$ cat src/rtl/deref_pkg.sv
package deref_pkg;
  localparam int WORD_W = 32;
  localparam int ADDR_W = 28;

  localparam logic [1:0] TAG_VAR   = 2'b00;
  localparam logic [1:0] TAG_LIST  = 2'b01;
  localparam logic [1:0] TAG_VEC   = 2'b10;
  localparam logic [1:0] TAG_CONST = 2'b11;
  localparam logic [3:0] CT_UNDEF  = 4'b1111;

  typedef logic [WORD_W-1:0] word_t;

  typedef enum logic [2:0] {
    V_PLAIN   = 3'd0,
    V_LIST    = 3'd1,
    V_VEC     = 3'd2,
    V_CONST   = 3'd3,
    V_LISTCAR = 3'd4
  } variant_e;

  typedef enum logic [1:0] {
    OC_NEXT    = 2'd0,
    OC_REEXEC  = 2'd1,
    OC_SUSPEND = 2'd2,
    OC_FAIL    = 2'd3
  } outcome_e;

  function automatic logic [1:0] tag_of(word_t w);
    return w[29:28];
  endfunction

  function automatic logic [3:0] ctype_of(word_t w);
    return w[27:24];
  endfunction
endpackage

$ cat src/rtl/deref_issue.sv
module deref_issue
  import deref_pkg::*;
#(
  parameter int PC_W  = 16,
  parameter int OFF_W = 12,
  parameter int CTX_W = 2
) (
  input  logic              clk_i,
  input  logic              rst_ni,
  input  logic              valid_i,
  input  logic [CTX_W-1:0]  ctx_i,
  input  logic [2:0]        variant_i,
  input  word_t             word_i,
  input  logic [PC_W-1:0]   pc_i,
  input  logic [OFF_W-1:0]  offset_i,
  input  logic [PC_W-1:0]   alt_i,
  output logic              mem_rd_en_o,
  output logic [ADDR_W-1:0] mem_addr_o,
  output logic              b_valid_o,
  output logic [CTX_W-1:0]  b_ctx_o,
  output logic [2:0]        b_variant_o,
  output word_t             b_word_o,
  output logic [PC_W-1:0]   b_pc_o,
  output logic [PC_W-1:0]   b_susp_pc_o,
  output logic [PC_W-1:0]   b_alt_o
);
  localparam int EXT_W = PC_W - OFF_W;

  logic [PC_W-1:0] susp_pc;
  logic            car_rd;

  assign car_rd      = (variant_i == V_LISTCAR) && (tag_of(word_i) == TAG_LIST);
  assign mem_rd_en_o = valid_i && ((tag_of(word_i) == TAG_VAR) || car_rd);
  assign mem_addr_o  = word_i[ADDR_W-1:0];
  assign susp_pc     = pc_i + {{EXT_W{offset_i[OFF_W-1]}}, offset_i};

  always_ff @(posedge clk_i or negedge rst_ni) begin
    if (!rst_ni) begin
      b_valid_o   <= 1'b0;
      b_ctx_o     <= '0;
      b_variant_o <= '0;
      b_word_o    <= '0;
      b_pc_o      <= '0;
      b_susp_pc_o <= '0;
      b_alt_o     <= '0;
    end else begin
      b_valid_o <= valid_i;
      if (valid_i) begin
        b_ctx_o     <= ctx_i;
        b_variant_o <= variant_i;
        b_word_o    <= word_i;
        b_pc_o      <= pc_i;
        b_susp_pc_o <= susp_pc;
        b_alt_o     <= alt_i;
      end
    end
  end
endmodule

$ cat src/rtl/deref_resolve.sv
module deref_resolve
  import deref_pkg::*;
#(
  parameter int PC_W = 16
) (
  input  logic            b_valid_i,
  input  logic [2:0]      b_variant_i,
  input  word_t           b_word_i,
  input  logic [PC_W-1:0] b_pc_i,
  input  logic [PC_W-1:0] b_susp_pc_i,
  input  logic [PC_W-1:0] b_alt_i,
  input  word_t           rdata_i,
  output logic [1:0]      outcome_o,
  output logic [PC_W-1:0] npc_o,
  output logic            wb_en_o,
  output logic            susp_we_o,
  output logic            car_we_o
);
  logic checking, unbound, type_ok;
  outcome_e oc;

  assign checking = (b_variant_i >= 3'd1) && (b_variant_i <= 3'd4);

  // self-reference compares address bits only, marks are ignored
  assign unbound = ((tag_of(rdata_i) == TAG_VAR) &&
                    (rdata_i[ADDR_W-1:0] == b_word_i[ADDR_W-1:0])) ||
                   ((tag_of(rdata_i) == TAG_CONST) && (ctype_of(rdata_i) == CT_UNDEF));

  always_comb begin
    unique case (b_variant_i)
      V_LIST, V_LISTCAR: type_ok = tag_of(b_word_i) == TAG_LIST;
      V_VEC:             type_ok = tag_of(b_word_i) == TAG_VEC;
      V_CONST:           type_ok = (tag_of(b_word_i) == TAG_CONST) &&
                                   (ctype_of(b_word_i) <= 4'd1);
      default:           type_ok = 1'b1;
    endcase
  end

  always_comb begin
    oc        = OC_NEXT;
    npc_o     = b_pc_i + PC_W'(1);
    wb_en_o   = 1'b0;
    susp_we_o = 1'b0;
    car_we_o  = 1'b0;
    if (tag_of(b_word_i) == TAG_VAR) begin
      if (!unbound) begin
        oc      = OC_REEXEC;
        npc_o   = b_pc_i;
        wb_en_o = b_valid_i;
      end else if (checking) begin
        oc        = OC_SUSPEND;
        npc_o     = b_susp_pc_i;
        susp_we_o = b_valid_i;
      end
    end else if (!type_ok) begin
      oc    = OC_FAIL;
      npc_o = b_alt_i;
    end else if (b_variant_i == V_LISTCAR) begin
      car_we_o = b_valid_i;
    end
  end

  assign outcome_o = oc;
endmodule

$ cat src/rtl/deref_unit.sv
module deref_unit
  import deref_pkg::*;
#(
  parameter int PC_W  = 16,
  parameter int OFF_W = 12,
  parameter int CTX_W = 2
) (
  input  logic              clk_i,
  input  logic              rst_ni,
  input  logic              valid_i,
  input  logic [CTX_W-1:0]  ctx_i,
  input  logic [2:0]        variant_i,
  input  logic [31:0]       word_i,
  input  logic [PC_W-1:0]   pc_i,
  input  logic [OFF_W-1:0]  offset_i,
  input  logic [PC_W-1:0]   alt_i,
  output logic              mem_rd_en_o,
  output logic [27:0]       mem_addr_o,
  input  logic [31:0]       mem_rdata_i,
  output logic              done_o,
  output logic [CTX_W-1:0]  ctx_o,
  output logic [1:0]        outcome_o,
  output logic [PC_W-1:0]   npc_o,
  output logic              wb_en_o,
  output logic [31:0]       wb_data_o,
  output logic              susp_we_o,
  output logic [31:0]       susp_data_o,
  output logic              car_we_o,
  output logic [31:0]       car_data_o
);
  logic            b_valid;
  logic [2:0]      b_variant;
  word_t           b_word;
  logic [PC_W-1:0] b_pc, b_susp_pc, b_alt;

  deref_issue #(.PC_W(PC_W), .OFF_W(OFF_W), .CTX_W(CTX_W)) i_issue (
    .clk_i, .rst_ni, .valid_i, .ctx_i, .variant_i, .word_i, .pc_i, .offset_i, .alt_i,
    .mem_rd_en_o, .mem_addr_o,
    .b_valid_o(b_valid), .b_ctx_o(ctx_o), .b_variant_o(b_variant), .b_word_o(b_word),
    .b_pc_o(b_pc), .b_susp_pc_o(b_susp_pc), .b_alt_o(b_alt)
  );

  deref_resolve #(.PC_W(PC_W)) i_resolve (
    .b_valid_i(b_valid), .b_variant_i(b_variant), .b_word_i(b_word), .b_pc_i(b_pc),
    .b_susp_pc_i(b_susp_pc), .b_alt_i(b_alt), .rdata_i(mem_rdata_i),
    .outcome_o, .npc_o, .wb_en_o, .susp_we_o, .car_we_o
  );

  assign done_o      = b_valid;
  assign wb_data_o   = mem_rdata_i;
  assign car_data_o  = mem_rdata_i;
  assign susp_data_o = b_word;
endmodule

$ cat config.mk
export PLATFORM = sky130hd
export DESIGN_NAME = deref_unit
export DESIGN_NICKNAME = d
export VERILOG_FILES = /design/src/rtl/deref_pkg.sv /design/src/rtl/deref_issue.sv /design/src/rtl/deref_resolve.sv /design/src/rtl/deref_unit.sv
export SDC_FILE = /design/constraint.sdc
export NUM_CORES = 1
export LEC_CHECK = 0
export ABC_AREA = 0
export BUFFER_PORTS_ARGS = -buffer_cell sky130_fd_sc_hd__clkbuf_2
export CORE_UTILIZATION = 45
export CTS_BUF_LIST = sky130_fd_sc_hd__clkbuf_4
export DETAILED_ROUTE_END_ITERATION = 16
export GPL_ROUTABILITY_DRIVEN = 0
export HOLD_SLACK_MARGIN = 0.1
export PLACE_DENSITY = 0.77
export SLEW_MARGIN = 20
export SYNTH_ARGS = -nofsm -noshare
export SYNTH_HDL_FRONTEND = slang
export SYNTH_SLANG_ARGS = --single-unit
export TNS_END_PERCENT = 5
$ cat constraint.sdc
create_clock -name clk_i -period 3.2 [get_ports clk_i]
set_input_delay 0.64 -clock clk_i [delete_from_list [all_inputs] [get_ports clk_i]]
set_output_delay 0.64 -clock clk_i [all_outputs]
set_load 0.02 [all_outputs]
Word level (Yosys, flattened, before mapping)
Cells that the tools add are included.
- memories kept: 0
- ROM bits: 0
- input port bits: 116
- latch bits: 0
- RAM bits: 0
- register bits after elaboration: 86
- bitwise logic cells: 0
- shift-type cells: 0
- multiply operators: 0
- eq/ne operators: 12
- multiplexer cells: 17
- $add $sub $neg: 2
- reduce and logical (&&, ||, !) cells: 12
- div/mod/pow operators: 0
- magnitude comparators: 3
- operators with widths (operator ; number):
    16-bit 2-to-1 mux ; 4
    28-bit equality test ; 1
    16-bit by 1-bit adder with 16-bit output (second input constant) ; 1
    16-bit adder ; 1
    1-bit 2-to-1 mux ; 8
    2-bit 2-to-1 mux ; 4
    2-bit equality test (second input constant) ; 3
    3-bit by 2-bit equality test with 1-bit output (second input constant) ; 2
    3-bit equality test (second input constant) ; 2
    1-bit logical AND ; 6
    2-bit logical NOT ; 3
    2-bit by 1-bit equality test with 1-bit output (second input constant) ; 2
    4-bit equality test (second input constant) ; 1
    4-bit by 1-bit <= comparator with 1-bit output (second input constant) ; 1
    3-bit by 1-bit equality test with 1-bit output (second input constant) ; 1
    3-bit by 1-bit greater-or-equal comparator with 1-bit output (second input constant) ; 1
    3-bit <= comparator (second input constant) ; 1
    1-bit case mux with 3 select lines ; 1
    1-bit logical OR ; 2
    2-bit OR reduction ; 1

Logic depth before layout (Yosys ltp)
- word-level depth: 5
- gate-level depth with buffers: 9
- mapped depth without buffers: 9

Hierarchy
A second synthesis with hierarchy kept.
- cell total of the unflattened synthesis: 585
- area total of the unflattened synthesis: 5930.7 um^2
- by module, submodules not included (module ; cells each ; times used ; area an instance (um^2)):
    deref_issue ; 326 ; 1 ; 4176.5
    deref_resolve ; 195 ; 1 ; 1273.7
    deref_unit ; 64 ; 1 ; 480.5

Worst setup path before layout
OpenSTA, ideal clock, no wires.
- path type: input-to-output
- start: in mem_rdata_i[25]
- end: out npc_o[0]
- setup slack: 0.197 ns
- cell stages on the path: 9
- arrival: 2.363 ns
- path buffers: 2
- cell sequence: xor2_1 -> nor4_1 -> nand4_1 -> o22a_1 -> buf_2 -> clkbuf_1 -> a21oi_1 -> o22ai_1 -> o21ai_0
- longest elaborated chain between the ends: 5
- RTL lines (what ; line ; RTL):
    start: declaration ; deref_unit.sv:19 ; input logic [31:0] mem_rdata_i,
    28-bit equality test / 4-bit equality test (equally long branches) ; deref_resolve.sv:26, deref_resolve.sv:27 ;
    1-bit logical AND, on equally long branches ; deref_resolve.sv:25, deref_resolve.sv:27 ;
    1-bit logical OR * ; deref_resolve.sv:26 ; (rdata_i[ADDR_W-1:0] == b_word_i[ADDR_W-1:0])) ||
    16-bit 2-to-1 mux * ; deref_resolve.sv:46 ; if (!unbound) begin
    16-bit 2-to-1 mux * ; deref_resolve.sv:45 ; if (tag_of(b_word_i) == TAG_VAR) begin
    end: declaration ; deref_unit.sv:23 ; output logic [PC_W-1:0] npc_o,
Mark *: on every way between the ends. The rest lies on a longest branch, timed or not.

Worst setup path in the final report
- start: reg i_issue.b_word_o[18]
- end: out npc_o[6]
- longest elaborated chain between the ends: 5
- RTL lines (what ; line ; RTL):
    start: declaration ; deref_issue.sv:22 ; output word_t b_word_o,
    start signal: assignment ; deref_issue.sv:51 ; b_word_o <= word_i;
    28-bit equality test ; deref_resolve.sv:26 ;
    1-bit logical AND ; deref_resolve.sv:25 ; assign unbound = ((tag_of(rdata_i) == TAG_VAR) &&
    1-bit logical OR ; deref_resolve.sv:26 ;
    16-bit 2-to-1 mux ; deref_resolve.sv:46 ;
    16-bit 2-to-1 mux ; deref_resolve.sv:45 ;
No other way between the ends.

==> impl_metrics.xml <==
<?xml version="1.0" encoding="UTF-8"?>
<metrics>
  <group name="status">
    <metric name="run_status" unit="">finished, violations left</metric>
    <metric name="violations" unit="">setup timing</metric>
  </group>
  <group name="floorplan">
    <metric name="coreArea" unit="um^2">12700</metric>
    <metric name="top_level_ports" unit="">265</metric>
    <metric name="die_h" unit="um">117</metric>
    <metric name="chipWidth" unit="um">117</metric>
    <metric name="initial_utilization" unit="">0.464</metric>
    <metric name="placementRows" unit="">41</metric>
    <metric name="die-area" unit="um^2">13600</metric>
  </group>
  <group name="synth">
    <metric name="post_synth_instance_area" unit="um^2">5910</metric>
    <metric name="post-synth-top-area-fraction" unit="">0.364</metric>
    <metric name="yosysWarningCount" unit="">0</metric>
    <metric name="complex_gate_fraction_of_the_synthesized_area" unit="">0.118</metric>
    <metric name="flop_and_latch_count_out_of_synthesis" unit="">86</metric>
    <metric name="ys_async_sr_fraction" unit="">1.00</metric>
    <metric name="ys.flop_type" unit="">dfrtp_1</metric>
    <metric name="mux_share_of_post_synthesis_cell_area" unit="">0.174</metric>
    <metric name="synth.area.top_cells" unit="">dfrtp_1 (36%), mux2_2 (15%), buf_4 (12%)</metric>
    <metric name="synth_cell_types" unit="">56</metric>
    <metric name="fraction_of_the_mapped_netlist_area_in_adder_cells" unit="">0.0373</metric>
    <metric name="synth-edff-count" unit="">0</metric>
    <metric name="postSynthAreaPerCell" unit="um^2">10.2</metric>
    <metric name="xor_xnor_portion_of_the_synthesized_cell_area" unit="">0.0800</metric>
    <metric name="ys_seq_area_frac" unit="">0.364</metric>
    <metric name="synth_fp_nets" unit="">712</metric>
    <metric name="post_synth_and_or_nand_nor_area_fraction" unit="">0.0807</metric>
    <metric name="postSynthCellCount" unit="">579</metric>
    <metric name="dominant_combinational_cell_family_by_area_after_synthesis" unit="">multiplexers</metric>
    <metric name="post-synth-top-area-cell" unit="">dfrtp_1</metric>
  </group>
  <group name="critical_path">
    <metric name="cp.required" unit="ns">2.56</metric>
    <metric name="criticalPathCategory" unit="">reg -&gt; out</metric>
    <metric name="worstSetupStartpointType" unit="">register</metric>
    <metric name="worstPathMaxFanout" unit="">24</metric>
    <metric name="critPathCaptureType" unit="">output port</metric>
    <metric name="critPathArrivalTime" unit="ns">2.65</metric>
  </group>
  <group name="route">
    <metric name="route.layer.met1.wl" unit="mm">6.83</metric>
    <metric name="antenna_left" unit="">0</metric>
    <metric name="detailroute.wirelength.met3" unit="um">749</metric>
    <metric name="drtIter0Drc" unit="">196</metric>
    <metric name="route.vias.total" unit="">4819</metric>
    <metric name="wl_met2" unit="mm">8.34</metric>
    <metric name="post_drt_wl_per_cell" unit="um">17.5</metric>
    <metric name="top_signal_layer_used" unit="">met4</metric>
    <metric name="post-route-drc-count" unit="">0</metric>
    <metric name="post_drt_via_cell_ratio" unit="">5.17</metric>
    <metric name="postRouteWirelength" unit="mm">16.3</metric>
    <metric name="dr.pass1.iters" unit="">4</metric>
  </group>
  <group name="sta">
    <metric name="clock_skew" unit="ns">0</metric>
    <metric name="final.period_utilization" unit="">1.03</metric>
    <metric name="setup_viol_count_final" unit="">13</metric>
    <metric name="hold_viol_final" unit="">0</metric>
    <metric name="min_period" unit="ns">3.29</metric>
    <metric name="timing.hold.ws" unit="ns">0.150</metric>
    <metric name="timing.max_slew.rel_slack" unit="">0.607</metric>
    <metric name="final.setup.tns" unit="ns">-0.661</metric>
    <metric name="setup_ws" unit="ns">-0.0908</metric>
    <metric name="slew_viols_final" unit="">0</metric>
    <metric name="top_achievable_clock_speed" unit="MHz">304</metric>
    <metric name="tightest_slew" unit="ns">0.590</metric>
    <metric name="rsz0062_at_grt" unit="">yes</metric>
  </group>
  <group name="power">
    <metric name="switchingPower" unit="mW">1.18</metric>
    <metric name="p_per_area" unit="nW/um^2">473</metric>
    <metric name="clock_power_share" unit="">0.259</metric>
    <metric name="cellInternalPower" unit="mW">2.20</metric>
    <metric name="fin_total_pwr" unit="mW">3.38</metric>
    <metric name="seq_power_share" unit="">0.393</metric>
    <metric name="comb_pwr_share" unit="">0.348</metric>
    <metric name="static-leakage-power" unit="nW">3.54</metric>
    <metric name="p_sw_frac" unit="">0.349</metric>
    <metric name="vdd_ir_drop_max" unit="mV">0.285</metric>
  </group>
  <group name="cts">
    <metric name="cts_max_level" unit="">3</metric>
    <metric name="insertion_delay_to_the_later_sink_of_the_worst_skew_pair" unit="ns">0.46</metric>
    <metric name="hold_bufs_inserted_after_cts" unit="">0</metric>
    <metric name="cts_buffers" unit="">9</metric>
    <metric name="clkSinkCount" unit="">86</metric>
    <metric name="clock_tree_from_tritoncts" unit="">built</metric>
    <metric name="cts.path.max_buffers" unit="">2</metric>
    <metric name="clockRootBuffer" unit="">clkbuf_4</metric>
    <metric name="clkSlewWorstSetupHoldPaths" unit="ns">0.16</metric>
  </group>
  <group name="cells_and_area">
    <metric name="instances_no_fill" unit="">933</metric>
    <metric name="layout.cells.most_common" unit="">clkbuf_2</metric>
    <metric name="post_route_cells_drive_above_1_share" unit="">0.520</metric>
    <metric name="layout.cells.most_common_list" unit="">clkbuf_2 (240), dfrtp_1 (86), mux2_2 (80)</metric>
    <metric name="syn_to_final_growth" unit="%">21.0</metric>
    <metric name="final_area" unit="um^2">7150</metric>
    <metric name="diodes" unit="">0</metric>
    <metric name="nFillCells" unit="">1184</metric>
    <metric name="finalNetCount" unit="">889</metric>
  </group>
  <group name="global_routing">
    <metric name="grt_antenna_before_repair" unit="">0</metric>
    <metric name="grt.overflow.total" unit="">0</metric>
    <metric name="grt_pass1_vias" unit="">4594</metric>
    <metric name="grt_pass1_wl" unit="mm">23.8</metric>
    <metric name="grt_max_degree" unit="">98</metric>
    <metric name="globalRouteTotalUtil" unit="">0.235</metric>
  </group>
  <group name="job">
    <metric name="timing.max_cap.violations" unit="">0</metric>
  </group>
  <group name="place">
    <metric name="dp_cells" unit="">914</metric>
    <metric name="place.detailed.hpwl" unit="mm">12.6</metric>
    <metric name="placed_area" unit="um^2">6810</metric>
    <metric name="port_buffer_count" unit="">258</metric>
  </group>
  <group name="hold_path">
    <metric name="min-delay-path-class" unit="">in -&gt; async</metric>
  </group>
</metrics>
power by group through the flow:
| stage | logic [mW] | clock network (mW) | registers [mW] |
|---|---|---|---|
| CTS | 1.18 | 0.888 | 1.33 |
| global route | 1.27 | 0.925 | 1.35 |
| finish | 1.18 | 0.876 | 1.33 |
| floorplan | 0.752 | 0 | 1.37 |
| global placement | 1.10 | 0 | 1.35 |
| detailed placement | 1.12 | 0 | 1.35 |
final timing paths:
path,from,end,slack (ns),cells past startpoint
min in group clk_i,ctx_i[1],i_issue.b_ctx_o[1],0.38,2
max in group asynchronous,rst_ni,i_issue.b_susp_pc_o[0],2.39,2
max,i_issue.b_word_o[18],npc_o[6],-0.09,9
max reg2reg,i_issue.b_word_o[22],i_issue.b_word_o[22],2.28,2
min,rst_ni,i_issue.b_alt_o[8],0.15,1
min reg2reg,i_issue.b_susp_pc_o[3],i_issue.b_susp_pc_o[3],0.52,1
synthesized netlist by cell type (3+ instances only):
library cell / n
and3_1: 5
nand3_1: 10
clkbuf_1: 16
dfrtp_1: 86
a21oi_1: 22
nand2_1: 26
and4_1: 3
nor2_1: 19
ha_1: 16
o21ai_0: 29
nand2b_1: 3
xnor2_1: 22
a211oi_1: 3
a21o_1: 9
and2_1: 3
xor2_1: 32
buf_4: 93
nor4_1: 6
mux2i_1: 11
a22oi_1: 16
buf_2: 4
nor3_1: 7
mux2_2: 80
nand4_1: 6
inv_1: 15
or2_2: 3
critical path, stage by stage, from the launching register on:
cell      delay [ns]
dfrtp_1         0.44
xor2_1          0.18
nor4_1          0.30
buf_4           0.16
nand4_1         0.06
o22a_1          0.24
buf_12          0.18
mux2_2          0.28
o21ai_2         0.16
clkbuf_8        0.17
area by class of cell:
cell class / instances / area [um^2] / area share
flip-flops and latches: 86 / 2150 / 0.301
clock inverters: 7 / 136 / 0.0191
well taps: 172 / 215 / 0.0301
multi-input cells: 362 / 2950 / 0.412
clock buffers: 9 / 67.6 / 0.00945
inverters: 15 / 56.3 / 0.00787
repair buffers: 282 / 1580 / 0.220
state kept, by name, summed over array words and instances (netlist names):
register / cells
i_issue.b_susp_pc_o: 16
i_issue.b_variant_o: 3
i_issue.b_word_o: 32
i_issue.b_pc_o: 16
i_issue.b_ctx_o: 2
i_issue.b_alt_o: 16
i_issue.b_valid_o: 1
repair_timing:
action | in CTS | in global routing
setup endpoints to repair | 20 | 21
cloned | 0 | 0
setup buffers | 3 | 0
pin swaps | 7 | 0
gates resized for setup | 35 | 16
layer usage:
| metal | vias up | GRT usage |
|---|---|---|
| met4 | 0 | 0.111 |
| met3 | 29 | 0.0368 |
| met5 | - | 0 |
| li1 | 2305 | - |
| met1 | 2328 | 0.280 |
| met2 | 157 | 0.415 |
logic make-up (layout without fill, tap and decap cells):
group,Yosys count,in the layout
fa+ha+maj,17,17
simple gates,95,95
flops,86,86
buf+inv,131,313
xor+xnor,54,54
mux,92,92
compound gates,104,104
metrics by stage:
step,utilization,setup WS [ns]
global placement,0.535,-0.304
floorplan,-,0.197
global route,0.562,-0.227
finish,0.562,-0.0908
detailed placement,0.535,-0.305
CTS,0.561,-0.134
Power figures use the tool's default switching activity.
